File: src/rtl/eagen_pkg.sv
package eagen_pkg;

    typedef enum logic [3:0] {
        AM_IMM     = 4'd0,
        AM_ZP      = 4'd1,
        AM_ZPX     = 4'd2,
        AM_ZPY     = 4'd3,
        AM_ABS     = 4'd4,
        AM_ABSX    = 4'd5,
        AM_ABSY    = 4'd6,
        AM_ZPIND   = 4'd7,
        AM_ZPXIND  = 4'd8,
        AM_ZPINDY  = 4'd9,
        AM_ABSIND  = 4'd10,
        AM_ABSXIND = 4'd11
    } am_e;

    typedef enum logic [1:0] {
        ST_IDLE   = 2'd0,
        ST_PTR_LO = 2'd1,
        ST_PTR_HI = 2'd2,
        ST_DONE   = 2'd3
    } st_e;

endpackage

File: src/rtl/eagen_form.sv
// Decodes the mode and forms either the final address (direct modes)
// or the location of the pointer's low byte (indirect modes).
module eagen_form
    import eagen_pkg::*;
#(
    parameter int DW = 8
) (
    input  logic [3:0]      mode,
    input  logic [DW-1:0]   opnd_lo,
    input  logic [DW-1:0]   opnd_hi,
    input  logic [2*DW-1:0] op_loc,
    input  logic [DW-1:0]   idx_x,
    input  logic [DW-1:0]   idx_y,
    output logic [2*DW-1:0] direct_ea,
    output logic [2*DW-1:0] ptr_loc,
    output logic            is_ind,
    output logic            post_y
);
    localparam int AW = 2 * DW;

    logic [AW-1:0] base;
    logic [DW-1:0] zp_x;
    logic [DW-1:0] zp_y;
    logic [AW-1:0] abs_x;
    logic [AW-1:0] abs_y;

    // Page-zero sums are DW wide, so they wrap inside page zero.
    assign base  = {opnd_hi, opnd_lo};
    assign zp_x  = opnd_lo + idx_x;
    assign zp_y  = opnd_lo + idx_y;
    // Absolute sums carry across the whole address.
    assign abs_x = base + {{DW{1'b0}}, idx_x};
    assign abs_y = base + {{DW{1'b0}}, idx_y};

    always_comb begin
        direct_ea = op_loc;
        ptr_loc   = base;
        is_ind    = 1'b0;
        post_y    = 1'b0;
        case (am_e'(mode))
            AM_IMM:     direct_ea = op_loc;
            AM_ZP:      direct_ea = {{DW{1'b0}}, opnd_lo};
            AM_ZPX:     direct_ea = {{DW{1'b0}}, zp_x};
            AM_ZPY:     direct_ea = {{DW{1'b0}}, zp_y};
            AM_ABS:     direct_ea = base;
            AM_ABSX:    direct_ea = abs_x;
            AM_ABSY:    direct_ea = abs_y;
            AM_ZPIND: begin
                ptr_loc = {{DW{1'b0}}, opnd_lo};
                is_ind  = 1'b1;
            end
            AM_ZPXIND: begin
                ptr_loc = {{DW{1'b0}}, zp_x};
                is_ind  = 1'b1;
            end
            AM_ZPINDY: begin
                ptr_loc = {{DW{1'b0}}, opnd_lo};
                is_ind  = 1'b1;
                post_y  = 1'b1;
            end
            AM_ABSIND: begin
                ptr_loc = base;
                is_ind  = 1'b1;
            end
            AM_ABSXIND: begin
                ptr_loc = abs_x;
                is_ind  = 1'b1;
            end
            default:    direct_ea = op_loc;
        endcase
    end

endmodule

File: src/rtl/eagen_wrapinc.sv
// Location of a pointer's high byte: next offset within the same page.
module eagen_wrapinc #(
    parameter int DW = 8
) (
    input  logic [2*DW-1:0] lo_loc,
    output logic [2*DW-1:0] hi_loc
);
    localparam int AW = 2 * DW;

    logic [DW-1:0] off_next;

    assign off_next = lo_loc[DW-1:0] + {{(DW-1){1'b0}}, 1'b1};
    assign hi_loc   = {lo_loc[AW-1:DW], off_next};

endmodule

File: src/rtl/eagen_join.sv
// Joins fetched pointer bytes, optionally adding Y with full carry.
module eagen_join #(
    parameter int DW = 8
) (
    input  logic [DW-1:0]   ptr_hi,
    input  logic [DW-1:0]   ptr_lo,
    input  logic            add_y,
    input  logic [DW-1:0]   idx_y,
    output logic [2*DW-1:0] sum
);
    localparam int AW = 2 * DW;

    logic [AW-1:0] addend;

    assign addend = add_y ? {{DW{1'b0}}, idx_y} : {AW{1'b0}};
    assign sum    = {ptr_hi, ptr_lo} + addend;

endmodule

File: src/rtl/eagen_fsm.sv
module eagen_fsm
    import eagen_pkg::*;
#(
    parameter int DW = 8
) (
    input  logic            clk,
    input  logic            rst_n,
    input  logic            start,
    input  logic            is_ind,
    input  logic            post_y,
    input  logic [2*DW-1:0] ptr_loc,
    input  logic [2*DW-1:0] direct_ea,
    input  logic [DW-1:0]   idx_y,
    input  logic            rd_valid,
    input  logic [DW-1:0]   rd_data,
    output logic            rd_req,
    output logic [2*DW-1:0] rd_addr,
    output logic [2*DW-1:0] ea,
    output logic            done,
    output logic            busy,
    output logic            hi_phase
);
    localparam int AW = 2 * DW;

    st_e           state_q;
    st_e           state_d;
    logic [AW-1:0] ptr_q;
    logic          post_y_q;
    logic [DW-1:0] y_q;
    logic [DW-1:0] lo_q;
    logic [AW-1:0] ea_q;
    logic [AW-1:0] hi_loc;
    logic [AW-1:0] joined;

    eagen_wrapinc #(.DW(DW)) u_wrap (
        .lo_loc (ptr_q),
        .hi_loc (hi_loc)
    );

    eagen_join #(.DW(DW)) u_join (
        .ptr_hi (rd_data),
        .ptr_lo (lo_q),
        .add_y  (post_y_q),
        .idx_y  (y_q),
        .sum    (joined)
    );

    // Next-state logic
    always_comb begin
        state_d = state_q;
        unique case (state_q)
            ST_IDLE:   if (start) state_d = is_ind ? ST_PTR_LO : ST_DONE;
            ST_PTR_LO: if (rd_valid) state_d = ST_PTR_HI;
            ST_PTR_HI: if (rd_valid) state_d = ST_DONE;
            ST_DONE:   state_d = ST_IDLE;
        endcase
    end

    // State register
    always_ff @(posedge clk or negedge rst_n) begin
        if (!rst_n) state_q <= ST_IDLE;
        else        state_q <= state_d;
    end

    // Datapath registers
    always_ff @(posedge clk or negedge rst_n) begin
        if (!rst_n) begin
            ptr_q    <= '0;
            post_y_q <= 1'b0;
            y_q      <= '0;
            lo_q     <= '0;
            ea_q     <= '0;
        end else begin
            unique case (state_q)
                ST_IDLE: begin
                    if (start) begin
                        ptr_q    <= ptr_loc;
                        post_y_q <= post_y;
                        y_q      <= idx_y;
                        if (!is_ind) ea_q <= direct_ea;
                    end
                end
                ST_PTR_LO: if (rd_valid) lo_q <= rd_data;
                ST_PTR_HI: if (rd_valid) ea_q <= joined;
                ST_DONE:   ;
            endcase
        end
    end

    // Outputs
    always_comb begin
        rd_req   = 1'b0;
        rd_addr  = ptr_q;
        done     = 1'b0;
        hi_phase = 1'b0;
        unique case (state_q)
            ST_IDLE:   ;
            ST_PTR_LO: rd_req = 1'b1;
            ST_PTR_HI: begin
                rd_req   = 1'b1;
                rd_addr  = hi_loc;
                hi_phase = 1'b1;
            end
            ST_DONE:   done = 1'b1;
        endcase
    end

    assign busy = (state_q != ST_IDLE);
    assign ea   = ea_q;

endmodule

File: src/rtl/eagen_top.sv
module eagen_top #(
    parameter int DW = 8
) (
    input  logic              clk,
    input  logic              rst_n,
    input  logic              start,
    input  logic [3:0]        mode,
    input  logic [DW-1:0]     opnd_lo,
    input  logic [DW-1:0]     opnd_hi,
    input  logic [2*DW-1:0]   op_loc,
    input  logic [DW-1:0]     idx_x,
    input  logic [DW-1:0]     idx_y,
    output logic              rd_req,
    output logic [2*DW-1:0]   rd_addr,
    input  logic [DW-1:0]     rd_data,
    input  logic              rd_valid,
    output logic [2*DW-1:0]   ea,
    output logic              done
);
    localparam int AW = 2 * DW;

    logic [AW-1:0] direct_ea_w;
    logic [AW-1:0] ptr_loc_w;
    logic          is_ind_w;
    logic          post_y_w;
    logic          busy_w;
    logic          hi_phase_w;

    eagen_form #(.DW(DW)) u_form (
        .mode      (mode),
        .opnd_lo   (opnd_lo),
        .opnd_hi   (opnd_hi),
        .op_loc    (op_loc),
        .idx_x     (idx_x),
        .idx_y     (idx_y),
        .direct_ea (direct_ea_w),
        .ptr_loc   (ptr_loc_w),
        .is_ind    (is_ind_w),
        .post_y    (post_y_w)
    );

    eagen_fsm #(.DW(DW)) u_fsm (
        .clk       (clk),
        .rst_n     (rst_n),
        .start     (start),
        .is_ind    (is_ind_w),
        .post_y    (post_y_w),
        .ptr_loc   (ptr_loc_w),
        .direct_ea (direct_ea_w),
        .idx_y     (idx_y),
        .rd_valid  (rd_valid),
        .rd_data   (rd_data),
        .rd_req    (rd_req),
        .rd_addr   (rd_addr),
        .ea        (ea),
        .done      (done),
        .busy      (busy_w),
        .hi_phase  (hi_phase_w)
    );

endmodule

File: config.mk
export PLATFORM = sky130hd
export DESIGN_NAME = eagen_top
export DESIGN_NICKNAME = d
export VERILOG_FILES = /design/src/rtl/eagen_pkg.sv /design/src/rtl/eagen_form.sv /design/src/rtl/eagen_wrapinc.sv /design/src/rtl/eagen_join.sv /design/src/rtl/eagen_fsm.sv /design/src/rtl/eagen_top.sv
export SDC_FILE = /design/constraint.sdc
export NUM_CORES = 1
export LEC_CHECK = 0
export BUFFER_PORTS_ARGS = -buffer_cell sky130_fd_sc_hd__buf_2
export CORE_ASPECT_RATIO = 0.6
export CORE_MARGIN = 2
export CORE_UTILIZATION = 50
export DETAILED_ROUTE_END_ITERATION = 10
export PLACE_DENSITY = 0.8
export SLEW_MARGIN = 10
export SYNTH_ARGS = -nofsm -noshare
export SYNTH_HDL_FRONTEND = slang
export SYNTH_SLANG_ARGS = --single-unit
File: constraint.sdc
create_clock -name clk -period 2.5 [get_ports clk]
set_input_delay 0.25 -clock clk [delete_from_list [all_inputs] [get_ports clk]]
set_output_delay 0.25 -clock clk [all_outputs]
set_load 0.02 [all_outputs]
==> results.tsv, run 1 <==
metric	value	unit
p_int	0.00268	W
diodes	0	
max_slew_margin	0.564	
fin_nets	746	
vias_per_cell	6.22	
clock_skew	7.86	ps
num_vias	4739	
fp.dieW	127	µm
fillers	752	
slowest_stage	dfrtp_1	
synth_area	4530	µm²
io_buffers	97	
yosysSeqAreaShare	0.282	
hpwl	11500	µm
p_sw_frac	0.455	
coreArea	8650	µm²
yosys_warnings	0	
multi_input_area	3100	µm²
r2r-start	u_fsm.post_y_q	
cp_data_required_time	2680	ps
power_density	908	nW/µm²
rsz0062_at_grt	yes	
syn_to_final_growth	19.5	%
path_clk_slew	70	ps
seq_area	1280	µm²
drc	0	
tritoncts	done	
clk_root_buffer_cell	clkbuf_16	
grt_max_degree	25	
reg2regPathDepth	10	
criticalPathCategory	flip-flop to flip-flop	
worst_pin_slew	638	ps
setup_tns	0	ps
synth-edff-count	0	
drive_gt1_frac	0.252	
p_total	0.00492	W
initial_core_util	0.524	
setup_viol	0	
hold_path.class	input pin to flip-flop	
end_kind	flip-flop	
leakage	2.47	nW
start_kind	flip-flop	
crit_start	u_fsm.post_y_q	
cts_buffer_depth	2	
hold-path-cell-count	3	
min_from	idx_y[7]	
clock_latency	300	ps
drtIter0Drc	445	
first_global_vias	4433	
critPathArrivalTime	2600	ps
cts_sinks	51	
grt_pass1_wl	23000	µm
cp_max_fo	7	
htreeDepth	2	
synth-async-reset-ratio	1.00	
ir_drop	0.000405	V
synth.net_count	644	
crit_chain	buf_4 > and2_1 > ha_2 > o21ai_2 > o21ai_2 > nand4_1 > a21o_1 > mux2i_1 > o211ai_1 > a311o_1	
dieArea	9870	µm²
antenna_found_initial	0	
synth.top_cell.area_share	0.282	
yosysTopAreaCell	dfrtp_1	
period_share	0.969	
track_usage	0.298	
p_seq_frac	0.302	
hold_viol	0	
grt_overflow	0	
yosysUniqueCellTypes	69	
avgRoutedWirePerCell	19.3	µm
critPathMostFrequentCell	o21ai_2	
cap_violations	0	
gp_congestion	0.946	
io_pins	98	
die_y	77.7	µm
slew_viol_final	0	
rows	26	
status	completed	
cts-buffers-inserted	5	
drtAntennaViolNets	0	
period_minus_slack	2420	ps
synthCells	547	
drt_first_pass_iters	5	
slowest_delay	420	ps
avgSynthCellArea	8.28	µm²
synth.area.top_cells	dfrtp_1 28%, ha_1 8.3%, nand2_1 6.9%, o21ai_0 4.3%, xnor2_1 4.3%	
p_sw	0.00224	W
wl	14700	µm
p_comb_frac	0.546	
ys_ff_latch	51	
synthFlopType	dfrtp_1	
max_freq	413	MHz
clockPowerShare	0.151	
-- sequential cells by signal, summed over array words and instances (netlist names) --
signal,count
u_fsm.state_q,2
u_fsm.lo_q,8
u_fsm.ptr_q,16
u_fsm.post_y_q,1
u_fsm.ea,16
u_fsm.y_q,8
-- final timing paths --
| check | to | slack (ps) |
|---|---|---|
| max | u_fsm.ea[13] | 80 |
| min | u_fsm.y_q[7] | 170 |
| max reg2reg | u_fsm.ea[13] | 80 |
| min reg2reg | u_fsm.y_q[6] | 470 |
| max in group asynchronous | u_fsm.ptr_q[15] | 1500 |
| min in group asynchronous | u_fsm.ptr_q[1] | 360 |
-- routing by layer --
layer	part of all wire	vias up	routed length, µm	global-route usage
met5	0	-	0	0
met4	0.0088	0	129	0.0560
met3	0.10	13	1520	0.0662
met2	0.43	264	6290	0.451
met1	0.46	2254	6780	0.439
li1	-	2208	-	-
-- synthesized netlist by cell type, drive strengths merged (4+ instances only) --
| library cell | number |
|---|---|
| a211oi | 5 |
| a21o | 6 |
| a21oi | 35 |
| a221o | 5 |
| a221oi | 6 |
| a22oi | 6 |
| a31oi | 14 |
| and2 | 12 |
| and3 | 5 |
| buf | 15 |
| clkbuf | 11 |
| dfrtp | 51 |
| ha | 30 |
| inv | 17 |
| mux2 | 10 |
| mux2i | 10 |
| nand2 | 83 |
| nand2b | 8 |
| nand3 | 16 |
| nand4 | 7 |
| nor2 | 30 |
| nor2b | 9 |
| nor3 | 12 |
| nor4 | 4 |
| o2111ai | 4 |
| o211ai | 6 |
| o21a | 7 |
| o21ai | 47 |
| o21bai | 4 |
| o22ai | 4 |
| or4 | 4 |
| xnor2 | 22 |
| xor2 | 10 |
-- timing repair --
action / 4_1_cts / 5_1_grt
endpoints found under the hold margin: 9 / 0
hold buffers: 1 / 0
setup endpoints to repair: 5 / 9
buffers inserted: 0 / 0
pin swaps: 3 / 2
resized for setup: 5 / 9
-- power by group through the flow --
stage	Combinational, W	Clock [W]	Sequential [W]
2_1_floorplan	0.00174	0	0.00155
4_1_cts	0.00263	0.000752	0.00148
6_report	0.00269	0.000745	0.00149
3_3_place_gp	0.00251	0	0.00148
5_1_grt	0.00293	0.000791	0.00153
3_5_place_dp	0.00258	0	0.00149
-- final cells by class --
cell class	count	area share
clock buffers	6	0.0257
multi-input cells	453	0.572
inverters	17	0.0118
well taps	112	0.0259
clock inverters	2	0.00300
flip-flops and latches	51	0.236
repair buffers	121	0.126
-- layout by cell type, fill, tap and decap left out, types with 8 or more instances in the layout --
master / count
mux2i_1: 10
nor2_1: 28
mux2_2: 10
nor3_1: 10
buf_4: 22
a21oi_1: 33
nor2b_1: 8
nand3_1: 16
inv_1: 17
buf_2: 97
xnor2_1: 22
ha_1: 28
and2_1: 11
a31oi_1: 14
dfrtp_1: 51
xor2_1: 10
o21ai_0: 36
nand2_1: 83
-- metrics by stage --
step	worst slack, ps	hold slack, ps	instance area (µm²)	std cells	utilization
after floorplan	33.8	-45.6	4540	547	-
after CTS	10.2	172	5390	762	0.622
after global routing	-21.8	174	5410	762	0.626
after detailed placement	-27.0	143	5200	753	0.602
final	76.6	175	5410	762	0.626
after global placement	39.5	138	5200	753	0.602
-- critical path, delay by kind of cell, from the launching register on --
family / cells / cell delay (ps)
DFF: 1 / 420
muxes: 1 / 160
and+or+nand+nor: 2 / 290
buffers and inverters: 1 / 170
AOI/OAI and AO/OA: 5 / 870
adders and majority gates: 1 / 390
-- cells by family after synthesis --
logic type / share of synthesized area
buffers and inverters: 0.0453
and+or+nand+nor: 0.211
xor gates and xnor gates: 0.0618
DFF: 0.282
adders and majority gates: 0.0961
AOI/OAI and AO/OA: 0.257
muxes: 0.0469
Power figures use the tool's default switching activity.
==> run 2, diff against run 1 <==
- PLACE_DENSITY: 0.8 -> 0.77
- clock period: 2.5 -> 2.9 ns (I/O delays scaled with it)
==> run 2 against run 1 <==
  * Critical path depth is the same
  * Clock-buffer cell count unchanged
  * Sequential share of layout area increased by 0.52 points
  * Highest routed layer unchanged
  * Largest cell class unchanged
  * Critical path type unchanged
==> results.tsv, run 2 (synthesis gave the netlist of run 1 again) <==
metric	value	unit
layout_commonest_cell	buf_2	
clk_root_buffer_cell	clkbuf_16	
power_density	803	nW/µm²
cp_max_fo	9	
status	completed	
p_sw_frac	0.449	
clock_skew	11.3	ps
max_slew_margin	0.425	
end_kind	flip-flop	
placed_area	5090	µm²
drc	0	
fp.dieW	127	µm
vias_per_cell	6.32	
r2r-start	u_fsm.post_y_q	
p_comb_frac	0.524	
leakage	2.41	nW
final_cell_mix	97 x buf_2, 83 x nand2_1, 50 x dfrtp_1	
fin_nets	735	
grt_max_degree	42	
slowest_stage	dfrtp_2	
initial_core_util	0.524	
drive_gt1_frac	0.228	
syn_to_final_growth	17.0	%
hold_path.class	input pin to flip-flop	
tritoncts	done	
track_usage	0.293	
p_seq_frac	0.304	
io_pins	98	
drtIter0Drc	553	
finalWorstSetupSlack	250	ps
slew_viol_final	0	
period_share	0.914	
p_int	0.00235	W
gp_congestion	0.996	
wl	14400	µm
design_area	5300	µm²
die_y	77.7	µm
cts-buffers-inserted	5	
rsz0062_at_grt	no	
p_sw	0.00191	W
grt_overflow	0	
htreeDepth	2	
hold-path-cell-count	3	
max_freq	377	MHz
place_ws	70.2	ps
antenna_found_initial	0	
criticalPathCategory	flip-flop to flip-flop	
grt_pass1_wl	22800	µm
cp_data_required_time	3080	ps
hpwl	11400	µm
coreArea	8650	µm²
ff2ff_setup_slack	250	ps
path_clk_slew	80	ps
min_to	u_fsm.y_q[2]	
drt_first_pass_iters	6	
cap_violations	0	
drtAntennaViolNets	0	
setup_tns	0	ps
hold_viol	0	
num_vias	4749	
dieArea	9870	µm²
period_minus_slack	2650	ps
fillers	761	
critPathArrivalTime	2830	ps
avgRoutedWirePerCell	19.2	µm
worst_r2r_endpoint	u_fsm.ea[13]	
slowest_delay	450	ps
rows	26	
reg2regPathDepth	10	
worst_pin_slew	861	ps
diodes	0	
crit_chain	nand2_1 > inv_1 > ha_1 > a211oi_1 > o21ai_1 > nand4_1 > a21o_1 > mux2i_1 > o211ai_1 > a311o_1	
first_global_vias	4430	
cts_sinks	51	
setup_viol	0	
min_from	idx_y[2]	
start_kind	flip-flop	
clockPowerShare	0.172	
ir_drop	0.000401	V
io_buffers	97	
clock_latency	300	ps
cts_buffer_depth	2	
[run 2: cell types whose count changed in the layout (fill, tap and decap cells not counted), moves of 2 or more]
cell     change
o21ai_0      +3
ha_2         -2
buf_4       -10
o21ai_2      -2
ha_1         +2
[run 2: final cells by class]
type / count / area (µm²) / share of cell area
clock inverters: 2 / 38.8 / 0.00732
inverters: 17 / 63.8 / 0.0120
clock buffers: 6 / 139 / 0.0262
well taps: 112 / 140 / 0.0264
repair buffers: 110 / 586 / 0.110
multi-input cells: 453 / 3060 / 0.577
flip-flops and latches: 51 / 1280 / 0.241
[run 2: metal layers]
metal | track usage | up-vias | part of all wire
met2 | 0.451 | 300 | 0.42
li1 | - | 2193 | -
met5 | 0 | - | 0
met3 | 0.0552 | 35 | 0.097
met4 | 0.0604 | 0 | 0.019
met1 | 0.432 | 2221 | 0.46
[run 2: how the worst max path moves through the flow]
stage	slack (ps)	to	startpoint
finish	250	u_fsm.ea[13]	u_fsm.post_y_q
global route	30	u_fsm.ea[14]	u_fsm.post_y_q
CTS	60	u_fsm.ea[14]	u_fsm.post_y_q
detailed placement	70	u_fsm.ea[14]	u_fsm.post_y_q
global placement	240	u_fsm.ea[14]	u_fsm.post_y_q
floorplan	380	u_fsm.ea[14]	u_fsm.post_y_q
[run 2: power groups by stage]
stage	combinational, W	clock, W	sequential [W]
floorplan	0.00150	0	0.00133
global placement	0.00213	0	0.00128
detailed placement	0.00219	0	0.00130
CTS	0.00220	0.000741	0.00128
global route	0.00243	0.000776	0.00133
finish	0.00223	0.000733	0.00129
[run 2: critical path, delay by kind of cell (launching register included)]
kind	cells	cell delay, ps
AOI/OAI and AO/OA	5	1230
DFF	1	450
adders and majority gates	1	280
and+or+nand+nor	2	270
muxes	1	230
buffers and inverters	1	60
[run 2: metrics by stage]
| step | instances | power [W] | util | hold slack (ps) |
|---|---|---|---|---|
| final | 751 | 0.00426 | 0.613 | 211 |
| after global routing | 751 | 0.00454 | 0.613 | 232 |
| after CTS | 749 | 0.00423 | 0.610 | 215 |
| after detailed placement | 740 | 0.00348 | 0.588 | 192 |
| after global placement | 740 | 0.00341 | 0.588 | 196 |
| after floorplan | 547 | 0.00283 | - | -5.59 |
[run 2: repair_timing]
item	in CTS	in global routing
hold endpoints to repair	10	0
resized for setup	0	3
hold buffers	1	0
endpoints found under the setup margin	0	2
buffers inserted	0	2
==> run 3, diff against run 2 <==
- PLACE_DENSITY: 0.77 -> 0.76
- SYNTH_HIERARCHICAL: default -> 1
==> run 3 against run 2 <==
  * Synthesized cell count grew 4.8%
  * First-iteration DRC count shrank 27%
  * Critical path type unchanged
  * Hold slack gained 38 ps
  * Critical path depth is the same
  * Utilization shrank 1.6 points
  * Sequential share of layout area shrank 2.6 points
  * Area after synthesis grew 14%
  * Clock skew shrank 5.6 ps
==> results.tsv, run 3 <==
metric	value	unit
avgRoutedWirePerCell	18.9	µm
synth_top_cells_by_count	77 x mux2_2, 51 x dfrtp_1, 51 x nand2_1	
hold_viol	0	
synth_xor_area_frac	0.0558	
antenna_found_initial	0	
p_comb_frac	0.603	
synth.most_common_cell	mux2_2	
yosysSeqAreaShare	0.246	
slew_viol_final	0	
reg2regPathDepth	10	
dieArea	11200	µm²
io_pins	98	
cap_violations	0	
critPathArrivalTime	2930	ps
crit_start	u_fsm/post_y_q	
die_y	82.8	µm
grt_pass1_wl	23800	µm
ir_drop	0.000616	V
setup_viol	0	
layout_commonest_cell	buf_2	
status	completed	
fin_cells	798	
final_cell_mix	97 x buf_2, 77 x mux2_2, 51 x nand2_1, 51 x dfrtp_1, 32 x nor2_1	
p_int	0.00286	W
synth.top_cell.area_share	0.246	
clock_skew	5.65	ps
synth_top_family_by_area	multiplexers	
hpwl	12000	µm
p_sw	0.00215	W
syn_to_final_growth	14.6	%
synth_fa_ha_area_frac	0.0855	
yosysTopAreaCell	dfrtp_1	
ff2ff_setup_slack	150	ps
synth-simple-area-share	0.160	
yosys_warnings	6	
cp_max_fo	3	
synth-async-reset-ratio	1.00	
synthCells	573	
grt_max_degree	30	
worst_pin_slew	566	ps
end_kind	flip-flop	
period_share	0.948	
yosysUniqueCellTypes	72	
period_minus_slack	2750	ps
diodes	0	
num_vias	4872	
clock_latency	300	ps
hold_path.class	input pin to flip-flop	
io_buffers	97	
synth.net_count	669	
dp.cells	789	
cts_buffer_depth	2	
criticalPathCategory	flip-flop to flip-flop	
synth-edff-count	0	
gp_congestion	0.882	
whs	248	ps
clockPowerShare	0.124	
leakage	2.67	nW
p_sw_frac	0.428	
path_clk_slew	80	ps
wl	15100	µm
synth_compound_area_frac	0.187	
max_slew_margin	0.620	
clk_root_buffer_cell	clkbuf_16	
rows	28	
tritoncts	done	
cp-endpoint	u_fsm/ea[8]	
ys_ff_latch	51	
avgSynthCellArea	9.04	µm²
fp.dieW	135	µm
grt_overflow	0	
drive_gt1_frac	0.353	
synthMuxAreaShare	0.206	
cp_data_required_time	3080	ps
htreeDepth	2	
synthFlopType	dfrtp_1	
coreArea	9950	µm²
first_global_vias	4498	
fin_nets	758	
rsz0062_at_grt	no	
r2r-start	u_fsm/post_y_q	
drtIter0Drc	406	
drtAntennaViolNets	0	
p_seq_frac	0.274	
start_kind	flip-flop	
fillers	914	
track_usage	0.267	
initial_core_util	0.520	
synth_area	5180	µm²
vias_per_cell	6.11	
max_freq	364	MHz
cts-buffers-inserted	5	
synth.area.top_cells	dfrtp_1 25%, mux2_2 17%, ha_1 7.0%, nand2_1 3.7%, xnor2_1 3.2%	
drc	0	
cts_sinks	51	
drt_first_pass_iters	5	
power_density	844	nW/µm²
worst_r2r_endpoint	u_fsm/ea[8]	
==> run 3: cell types whose count changed after synthesis, sizes merged, moves of 5 or more <==
| cell | delta |
|---|---|
| a31oi | -6 |
| buf | +12 |
| mux2 | +77 |
| mux2i | -5 |
| nand2 | -31 |
| o21ai | -17 |
| o22ai | +5 |
| o31ai | +6 |
==> run 3: cell families after synthesis <==
group           count (synthesis)
compound gates                140
xor+xnor                       33
simple gates                  167
fa+ha+maj                      34
buf+inv                        56
flops                          51
mux                            92
==> run 3: routing by layer <==
metal	track usage	routed length, µm
met2	0.370	6010
met3	0.0592	1680
met4	0.0473	159
met5	0	0
met1	0.423	7260
==> run 3: how the worst min path moves through the flow <==
| stage | startpoint | to | slack (ps) | cells after the start |
|---|---|---|---|---|
| after floorplan | rst_n | u_fsm/ea[0] | -6 | 0 |
| after global placement | rst_n | u_fsm/ea[11] | 280 | 1 |
| after detailed placement | rst_n | u_fsm/ea[11] | 290 | 1 |
| after CTS | idx_y[0] | u_fsm/y_q[0] | 240 | 2 |
| after global routing | idx_y[0] | u_fsm/y_q[0] | 240 | 2 |
| final | idx_y[0] | u_fsm/y_q[0] | 250 | 2 |
==> run 3: cell type report <==
cell class                 instances  area, µm²  share of cell area
tap                              135        169              0.0285
timing repair buffer             120        673               0.113
clock buffer                       6        129              0.0217
inverter                          18       67.6              0.0114
clock inverter                     2       16.3             0.00274
multi-input combinational        466       3600               0.607
sequential                        51       1280               0.215
==> run 3: worst max-delay path, stage by stage (launching register included) <==
cell,delay [ps]
dfrtp_1,410
and2_1,160
ha_1,200
fa_1,410
a21o_1,230
a41oi_2,240
and2_2,230
o21ai_2,60
xor2_1,170
mux2_2,280
mux2_4,250
==> run 3: per-stage QoR <==
stage / setup WS [ps] / setup TNS (ps) / total power (W) / instance area [µm²] / util
4_1_cts: 122 / 0 / 0.00500 / 5930 / 0.596
6_report: 150 / 0 / 0.00501 / 5930 / 0.596
2_1_floorplan: 352 / 0 / 0.00364 / 5180 / -
3_5_place_dp: -109 / -245 / 0.00436 / 5770 / 0.580
5_1_grt: 34.0 / 0 / 0.00532 / 5930 / 0.596
3_3_place_gp: -46.0 / -88.1 / 0.00426 / 5770 / 0.580
==> run 3: power groups by stage <==
stage / sequential [W] / clock (W) / combinational [W]
floorplan: 0.00143 / 0 / 0.00221
global placement: 0.00135 / 0 / 0.00291
detailed placement: 0.00137 / 0 / 0.00299
CTS: 0.00136 / 0.000630 / 0.00301
global route: 0.00142 / 0.000674 / 0.00323
finish: 0.00137 / 0.000619 / 0.00302
==> run 3: timing repair <==
item | 4_1_cts | 5_1_grt
gates resized for setup | 0 | 1
hold buffers | 1 | 0
hold endpoints to repair | 19 | 0
setup endpoints to repair | 0 | 2
setup buffers | 0 | 0
